--- src/rtl/cbk_pkg.sv ---
package cbk_pkg;
  typedef enum logic [1:0] {
    DIS_LOW  = 2'd0,
    DIS_HIGH = 2'd1,
    DIS_HIZ  = 2'd2,
    DIS_RSV  = 2'd3
  } dis_mode_e;
endpackage

--- src/rtl/cbk_skew_sel.sv ---
// Replaces a skew that is not legal for this bank's parity with zero.
module cbk_skew_sel #(
  parameter int BANK_IDX = 0,
  parameter int SKW      = 4
) (
  input  logic [SKW-1:0] skew_in,
  output logic [SKW-1:0] skew_ok
);
  logic signed [SKW-1:0] s;
  logic                  legal;

  assign s = skew_in;

  generate
    if (BANK_IDX % 2 == 1) begin : g_odd
      assign legal = (s >= -4) && (s <= 4);
    end else begin : g_even
      assign legal = s inside {-6, -4, -2, -1, 0, 1, 2, 4, 6};
    end
  endgenerate

  assign skew_ok = legal ? skew_in : '0;
endmodule

--- src/rtl/cbk_phase_ctr.sv ---
// Free-running position inside the divided period, shifted by the skew.
module cbk_phase_ctr #(
  parameter int MAX_DIV = 32,
  parameter int TU_LO   = 16,
  parameter int TU_HI   = 8,
  parameter int SKW     = 4,
  localparam int DW     = $clog2(MAX_DIV + 1),
  localparam int PW     = $clog2(MAX_DIV * TU_LO) + 1
) (
  input  logic           clk,
  input  logic           rst,
  input  logic           fast_rng,
  input  logic [DW-1:0]  div_in,
  input  logic [SKW-1:0] skew,
  output logic [PW-1:0]  pos,
  output logic [PW-1:0]  half
);
  logic [DW-1:0]  div_c;
  logic [PW-1:0]  per;
  logic [PW-1:0]  dly;
  logic [SKW-1:0] mag;
  logic [PW-1:0]  cnt;

  always_comb begin
    if (div_in == '0)                 div_c = DW'(1);
    else if (div_in > DW'(MAX_DIV))   div_c = DW'(MAX_DIV);
    else                              div_c = div_in;
  end

  assign per  = PW'(div_c) * (fast_rng ? PW'(TU_HI) : PW'(TU_LO));
  assign half = per >> 1;
  assign mag  = skew[SKW-1] ? (~skew + 1'b1) : skew;
  assign dly  = skew[SKW-1] ? (per - PW'(mag)) : PW'(mag);
  assign pos  = (cnt >= dly) ? (cnt - dly) : (cnt + per - dly);

  always_ff @(posedge clk) begin
    if (rst)                 cnt <= '0;
    else if (cnt >= per - 1) cnt <= '0;
    else                     cnt <= cnt + 1'b1;
  end
endmodule

--- src/rtl/cbk_out_stage.sv ---
// Boundary-sampled enable, disable levels and the registered output copies.
module cbk_out_stage
  import cbk_pkg::*;
#(
  parameter int PW      = 10,
  parameter int NUM_OUT = 2
) (
  input  logic               clk,
  input  logic               rst,
  input  logic [PW-1:0]      pos,
  input  logic [PW-1:0]      half,
  input  logic               inv_en,
  input  logic               out_en,
  input  logic [1:0]         dis_mode,
  output logic [NUM_OUT-1:0] bank_q,
  output logic               oe_n,
  output logic               en_state
);
  dis_mode_e dm;
  logic      en_eff;
  logic      val;
  logic      hiz;

  assign dm     = dis_mode_e'(dis_mode);
  assign en_eff = (pos == '0) ? out_en : en_state;
  assign val    = en_eff ? ((pos < half) ^ inv_en) : (dm == DIS_HIGH);
  assign hiz    = !en_eff && (dm == DIS_HIZ);

  always_ff @(posedge clk) begin
    if (rst) begin
      en_state <= 1'b0;
      oe_n     <= 1'b1;
    end else begin
      en_state <= en_eff;
      oe_n     <= hiz;
    end
  end

  generate
    for (genvar i = 0; i < NUM_OUT; i++) begin : g_copy
      always_ff @(posedge clk) begin
        if (rst) bank_q[i] <= 1'b0;
        else     bank_q[i] <= val;
      end
    end
  endgenerate
endmodule

--- src/rtl/clk_bank_out.sv ---
module clk_bank_out #(
  parameter int BANK_IDX = 0,
  parameter int MAX_DIV  = 32,
  parameter int TU_LO    = 16,
  parameter int TU_HI    = 8,
  parameter int SKW      = 4,
  parameter int NUM_OUT  = 2,
  localparam int DW      = $clog2(MAX_DIV + 1),
  localparam int PW      = $clog2(MAX_DIV * TU_LO) + 1
) (
  input  logic               clk,
  input  logic               rst,
  input  logic               fast_rng,
  input  logic [DW-1:0]      div_sel,
  input  logic               inv_en,
  input  logic [SKW-1:0]     skew,
  input  logic               out_en,
  input  logic [1:0]         dis_mode,
  output logic [NUM_OUT-1:0] bank_q,
  output logic               oe_n
);
  logic [SKW-1:0] skew_ok;
  logic [PW-1:0]  pos;
  logic [PW-1:0]  half;
  logic           en_state;

  cbk_skew_sel #(.BANK_IDX(BANK_IDX), .SKW(SKW)) u_skew (
    .skew_in(skew),
    .skew_ok(skew_ok)
  );

  cbk_phase_ctr #(.MAX_DIV(MAX_DIV), .TU_LO(TU_LO), .TU_HI(TU_HI), .SKW(SKW)) u_ph (
    .clk(clk),
    .rst(rst),
    .fast_rng(fast_rng),
    .div_in(div_sel),
    .skew(skew_ok),
    .pos(pos),
    .half(half)
  );

  cbk_out_stage #(.PW(PW), .NUM_OUT(NUM_OUT)) u_out (
    .clk(clk),
    .rst(rst),
    .pos(pos),
    .half(half),
    .inv_en(inv_en),
    .out_en(out_en),
    .dis_mode(dis_mode),
    .bank_q(bank_q),
    .oe_n(oe_n),
    .en_state(en_state)
  );
endmodule

--- config.mk ---
export PLATFORM = sky130hd
export DESIGN_NAME = clk_bank_out
export DESIGN_NICKNAME = d
export VERILOG_FILES = /design/src/rtl/cbk_pkg.sv /design/src/rtl/cbk_skew_sel.sv /design/src/rtl/cbk_phase_ctr.sv /design/src/rtl/cbk_out_stage.sv /design/src/rtl/clk_bank_out.sv
export SDC_FILE = /design/constraint.sdc
export NUM_CORES = 1
export LEC_CHECK = 0
export BUFFER_PORTS_ARGS = -buffer_cell sky130_fd_sc_hd__buf_2
export CORE_ASPECT_RATIO = 0.6
export CORE_UTILIZATION = 62
export DETAILED_ROUTE_END_ITERATION = 6
export HOLD_SLACK_MARGIN = 0.05
export PLACE_DENSITY_LB_ADDON = 0.12
export SYNTH_ARGS = -nofsm -noshare
export SYNTH_HDL_FRONTEND = slang
export SYNTH_SLANG_ARGS = --single-unit
export TNS_END_PERCENT = 100
--- constraint.sdc ---
create_clock -name clk -period 7.7 [get_ports clk]
set_input_delay 0.385 -clock clk [delete_from_list [all_inputs] [get_ports clk]]
set_output_delay 0.385 -clock clk [all_outputs]
set_load 0.01 [all_outputs]
==> impl_metrics.py, run 1 <==
metrics = {
    "cts": {
        "post_cts_buffers": 0,
        "postCtsResizedCells": 0,
        "clock-root-buffer": "clkbuf_8",
        "clock_latency_ps": 240,
        "cts_inserted_buffers": 3,
        "cts_tree": "built",
        "clk_transition_reported_paths_ps": 50,
        "cts-hold-fix-buffers": 0,
        "cts.sink_count": 13,
        "cts.htree.levels": 1,
        "clock_path_buffers": 2,
    },
    "detailed_routing": {
        "route.vias.total": 2619,
        "drt_first_pass_iters": 4,
        "wl_per_cell_um": 15.7,
        "drc": 0,
        "routed_wl_um": 6780,
        "antenna_left": 0,
        "drt_iter0_markers": 186,
        "viasPerCell": 6.06,
    },
    "worst_setup_path": {
        "crit_buf_inv": 4,
        "path_class": "in2reg",
        "cpLargestDelayFamily": "simple AND/OR/NAND/NOR gates",
        "critPathLaunchType": "primary input",
        "cp_max_fo": 7,
        "critPathMaxStageDelay_ps": 510,
        "worstPathArrival_ps": 6480,
        "rr_startpoint": "u_ph.cnt[3]$_SDFF_PP0_",
        "required_ps": 7890,
        "cp_slowest_cell": "fa_1",
        "startpoint": "skew[1]",
        "end_kind": "register",
    },
    "cells_and_area": {
        "drive_gt1_share_pct": 10.5,
        "fillers": 374,
        "antennaDiodeCount": 0,
        "nNetsFinal": 439,
        "final_core_util_pct": 70.4,
        "syn_to_final_growth_pct": 6.70,
    },
    "sta": {
        "setup_viol": 0,
        "slew_viol_final": 0,
        "tightestPinTransition_ps": 846,
        "finClkSkew_ps": 1.95,
        "finalCritPeriodShare_pct": 81.7,
        "final-hold-violation-count": 0,
        "finalSetupTns_ps": 0,
        "fmax_mhz": 159,
        "rsz0062_at_grt": "false",
        "relSlewSlack_pct": 43.2,
        "whs_ps": 363,
        "finalCriticalPeriod_ps": 6290,
    },
    "worst_hold_path": {
        "hold_class": "in2reg",
        "hold_start": "rst",
    },
    "floorplan": {
        "chipWidth_um": 88.2,
        "num_io_pins": 20,
        "die_h_um": 53.7,
        "core.rowCount": 18,
        "core_mm2": 0.00419,
        "fp.dieArea_mm2": 0.00474,
        "start_util_pct": 66.0,
    },
    "grt": {
        "gr-usage-all-layers_pct": 30.2,
        "grt_pass1_vias": 2291,
        "gr-total-overflow": 0,
        "use_met3_pct": 4.91,
        "met2_usage_pct": 46.8,
        "grt_max_degree": 12,
        "grt_pass1_wl_um": 10900,
        "antenna_found_initial": 0,
        "met1_usage_pct": 45.2,
        "grt-busiest-layer": "met2",
    },
    "synthesis": {
        "ys_async_sr_fraction_pct": 0,
        "syn_nets": 420,
        "syn_area_per_cell_um2": 7.81,
        "ys_ff_latch": 13,
        "ys_types": 65,
        "syn_area_mm2": 0.00276,
        "synth-edff-count": 0,
        "yosysSeqAreaShare_pct": 9.42,
        "yosys_most_used_dff": "dfxtp_1",
        "yosys_warnings": 0,
        "netlist_instances": 354,
    },
    "run_status": {
        "status": "finished clean",
    },
    "placement": {
        "port_buffers": 19,
        "hpwl_um": 5760,
        "place.gp.congestion": 0.962,
    },
    "flow_run": {
        "cap_violations": 0,
    },
    "pwr": {
        "p_per_area_mw_per_mm2": 158,
        "p_leak_nw": 1.38,
        "peakVddDrop_uv": 84.9,
    },
}
==> logic make-up (layout without fill, tap and decap cells) <==
family          Yosys count  count (layout)  share of synthesized area, %
simple gates            120             120                          23.4
compound gates           87              87                          21.9
fa+ha+maj                50              50                          25.3
buf+inv                  44              62                          6.52
xor+xnor                 32              32                          10.8
flops                    13              13                          9.42
mux                       6               6                          2.35
other cells               2               2                         0.272
==> state kept, by name (all words and copies together) (netlist names) <==
| register | flops |
|---|---|
| u_out.bank_q | 1 |
| u_ph.cnt | 10 |
| u_out.en_state | 1 |
| u_out.oe_n | 1 |
==> cell usage in the layout, fill, tap and decap left out, types with 3 or more instances in the layout <==
cell type / instances
a211oi_1: 4
a21o_1: 8
a21oi_1: 23
a31oi_1: 3
and3_1: 5
buf_2: 19
clkbuf_8: 3
dfxtp_1: 13
fa_1: 10
ha_1: 39
inv_1: 38
mux2i_1: 4
nand2_1: 30
nand2b_1: 5
nand3_1: 11
nand4_1: 4
nor2_1: 26
nor3_1: 10
nor3b_1: 3
nor4_1: 3
o211ai_1: 6
o21a_1: 6
o21ai_0: 15
o31ai_1: 3
or3_4: 3
xnor2_1: 23
xor2_1: 8
==> synthesized netlist by cell type (4+ instances only) <==
| cell | n | share of area, % |
|---|---|---|
| nor2_1 | 26 | 3.5 |
| a21oi_1 | 23 | 4.2 |
| o21ai_0 | 15 | 2.7 |
| o21a_1 | 6 | 1.6 |
| a211oi_1 | 4 | 1.1 |
| mux2i_1 | 4 | 1.4 |
| xnor2_1 | 23 | 7.3 |
| inv_1 | 38 | 5.2 |
| dfxtp_1 | 13 | 9.4 |
| nand4_1 | 4 | 0.91 |
| nand3_1 | 11 | 2.0 |
| xor2_1 | 8 | 2.5 |
| nor3_1 | 10 | 1.8 |
| a21o_1 | 8 | 2.2 |
| o211ai_1 | 6 | 1.6 |
| fa_1 | 10 | 7.2 |
| and3_1 | 5 | 1.1 |
| nand2b_1 | 5 | 1.1 |
| ha_1 | 39 | 18 |
| nand2_1 | 30 | 4.1 |
==> metal layers <==
metal	up-vias	part of all wire (%)
li1	1302	-
met1	1247	52
met2	68	43
met3	2	4.8
met4	0	0.37
met5	-	0
==> area by class of cell <==
class / count / area [µm²] / share of cell area, %
inverter: 38 / 143 / 4.84
multi-input combinational: 297 / 2320 / 78.8
clock buffer: 4 / 45.0 / 1.53
sequential: 13 / 260 / 8.82
timing repair buffer: 20 / 103 / 3.48
tap: 60 / 75.1 / 2.55
==> power breakdown <==
group | switching, mW | internal, mW | total (mW) | leakage (nW)
clock network | 0.0247 | 0.0366 | 0.0613 | 0.0228
logic | 0.190 | 0.143 | 0.333 | 1.25
registers | 0.00291 | 0.0694 | 0.0723 | 0.106
==> path summary, 6_finish.rpt <==
| check | end | cells after the start | slack [ps] |
|---|---|---|---|
| max | u_out.bank_q[0]$_SDFF_PP0_ | 27 | 1410 |
| min | u_out.en_state$_SDFF_PP0_ | 2 | 360 |
| max reg2reg | u_out.bank_q[0]$_SDFF_PP0_ | 19 | 3440 |
| min reg2reg | u_ph.cnt[0]$_SDFF_PP0_ | 1 | 510 |
==> metrics by stage <==
step / instances / worst slack [ps] / power (mW) / instance area (µm²)
floorplan: 354 / 2120 / 0.330 / 2760
global placement: 428 / 1330 / 0.389 / 2900
detailed placement: 428 / 1230 / 0.398 / 2900
CTS: 432 / 1470 / 0.462 / 2950
global route: 432 / 830 / 0.508 / 2950
finish: 432 / 1410 / 0.467 / 2950
No activity file was read; power rests on OpenSTA's default activity.
==> inputs of run 2 (changes only) <==
Clock period 7.7 ns to 6 ns, I/O delays scaled along.
==> run 2 against run 1 <==
Register-to-register slack lost 1500 ps. Sequential power grew 29%. Critical path depth shrank 1. Highest routed layer unchanged. Wire length is 2.3% higher. Worst hold slack worse by 74 ps. Combinational power grew 32%. Global-route usage rose by 1.7 points. Core utilization grew 1.8 points. Clock-buffer cell count did not move. Via count increased by 0.57%. Setup slack got worse by 1100 ps. Largest power group unchanged.
==> impl_metrics.py, run 2 (same netlist as run 1, synthesis figures left out) <==
metrics = {
    "worst_setup_path": {
        "critPathLaunchType": "primary input",
        "startpoint": "skew[1]",
        "worst-r2r-cell-count": 17,
        "worstPathArrival_ps": 5890,
        "cp_max_fo": 11,
        "path_class": "in2reg",
        "r2r_setup_slack_ps": 1950,
        "worstReg2RegEnd": "u_out.bank_q[0]$_SDFF_PP0_",
        "rr_startpoint": "u_ph.cnt[3]$_SDFF_PP0_",
        "required_ps": 6200,
        "end_kind": "register",
    },
    "sta": {
        "slew_viol_final": 0,
        "final-hold-violation-count": 0,
        "finalSetupTns_ps": 0,
        "setup_viol": 0,
        "setup_slack_ps": 313,
        "tightestPinTransition_ps": 803,
        "relSlewSlack_pct": 46.1,
        "finalCriticalPeriod_ps": 5690,
        "fmax_mhz": 176,
        "finClkSkew_ps": 2.01,
        "finalCritPeriodShare_pct": 94.8,
    },
    "cts": {
        "clk_transition_reported_paths_ps": 60,
        "postCtsResizedCells": 0,
        "cts_tree": "built",
        "clock-root-buffer": "clkbuf_8",
        "post_cts_buffers": 0,
        "cts.sink_count": 13,
        "clock_latency_ps": 250,
        "cts-hold-fix-buffers": 0,
        "clock_path_buffers": 2,
        "cts_inserted_buffers": 3,
        "cts.htree.levels": 1,
    },
    "detailed_routing": {
        "routed_wl_um": 6940,
        "drt_iter0_markers": 284,
        "drt_first_pass_iters": 4,
        "wl_per_cell_um": 15.8,
        "route.vias.total": 2634,
        "antenna_left": 0,
        "viasPerCell": 6.00,
        "drc": 0,
    },
    "placement": {
        "hpwl_um": 5840,
        "place.gp.congestion": 0.876,
        "dp.cells": 435,
        "dp_slack_ps": -151,
        "port_buffers": 19,
    },
    "pwr": {
        "p_sw_share_pct": 46.6,
        "total_switching_power_mw": 0.286,
        "clkPwrFrac_pct": 13.2,
        "cell_internal_pwr_mw": 0.328,
        "peakVddDrop_uv": 133,
        "seqPwrFrac_pct": 15.2,
        "p_per_area_mw_per_mm2": 203,
        "p_leak_nw": 1.41,
        "finalPower_mw": 0.613,
        "comb_power_share_pct": 71.6,
    },
    "grt": {
        "antenna_found_initial": 0,
        "grt_pass1_wl_um": 11300,
        "gr-total-overflow": 0,
        "grt_pass1_vias": 2415,
        "grt_max_degree": 12,
        "gr-usage-all-layers_pct": 31.9,
    },
    "cells_and_area": {
        "syn_to_final_growth_pct": 9.46,
        "multi_input_area_mm2": 0.00235,
        "nNetsFinal": 446,
        "largest_register_ffs": 10,
        "fillers": 375,
        "instances_no_fill": 439,
        "top_register": "u_ph.cnt",
        "antennaDiodeCount": 0,
        "final_cell_mix": "38 x inv_1, 38 x ha_1, 30 x nand2_1, 26 x nor2_1, 23 x xnor2_1",
        "drive_gt1_share_pct": 13.7,
        "ff_latch_area_um2": 260,
    },
    "floorplan": {
        "start_util_pct": 66.0,
        "fp.dieArea_mm2": 0.00474,
        "die_h_um": 53.7,
        "core_mm2": 0.00419,
        "core.rowCount": 18,
        "num_io_pins": 20,
        "chipWidth_um": 88.2,
    },
    "flow_run": {
        "cap_violations": 0,
    },
    "worst_hold_path": {
        "hold_class": "in2reg",
        "hold_end": "u_out.en_state$_SDFF_PP0_",
        "worstHoldPathCells": 2,
        "hold_start": "rst",
    },
    "run_status": {
        "status": "finished clean",
    },
}
[run 2: changes by cell type in the layout (fill, tap and decap cells not counted), sizes merged]
cell,previous run,this run
buf,20,27
[run 2: power by group through the flow]
stage | clock network (mW) | logic [mW] | registers [mW]
floorplan | 0 | 0.330 | 0.0941
global placement | 0 | 0.410 | 0.0947
detailed placement | 0 | 0.425 | 0.0949
finish | 0.0812 | 0.439 | 0.0930
CTS | 0.0834 | 0.427 | 0.0930
global route | 0.0873 | 0.494 | 0.0935
[run 2: through the flow]
step | area, µm² | hold WS, ps | utilization [%]
after detailed placement | 2960 | 503 | 70.6
after floorplan | 2760 | 372 | -
after global placement | 2960 | 497 | 70.6
after global routing | 3030 | 292 | 72.2
final | 3030 | 289 | 72.2
after CTS | 3000 | 291 | 71.7
[run 2: metal layers]
layer,wire length [µm],track usage [%],vias to the layer above
met5,0,0,-
met4,29,4.30,0
met3,488,5.83,4
met2,2950,52.7,83
met1,3470,44.5,1234
li1,-,-,1313
[run 2: worst max-delay path: stages]
cell	delay, ps
buf_2	130
or3_1	420
a21oi_2	170
inv_1	70
ha_1	300
or4bb_1	490
o211ai_1	200
a211oi_2	140
buf_4	180
nand2_1	100
nor3_1	90
xnor2_1	140
nand2b_1	160
ha_1	330
nand4_1	160
a21oi_1	90
or3_4	470
o31ai_1	280
ha_1	290
a21oi_1	160
a21oi_1	90
a211oi_1	200
o21ai_1	130
or4_1	510
a21oi_1	170
mux2_1	140
[run 2: how the worst max path moves through the flow]
stage	endpoint	slack, ps	cells after the start
final	u_out.bank_q[0]$_SDFF_PP0_	310	26
after floorplan	u_out.bank_q[0]$_SDFF_PP0_	500	26
after detailed placement	u_out.bank_q[0]$_SDFF_PP0_	-150	25
after CTS	u_out.bank_q[0]$_SDFF_PP0_	120	25
after global routing	u_out.bank_q[0]$_SDFF_PP0_	-7	25
after global placement	u_out.bank_q[0]$_SDFF_PP0_	-20	25
[run 2: area by class of cell]
class | instances | area share (%)
multi-input cells | 297 | 77.6
clock buffers | 4 | 1.49
well taps | 60 | 2.48
flip-flops and latches | 13 | 8.60
repair buffers | 27 | 5.13
inverters | 38 | 4.71
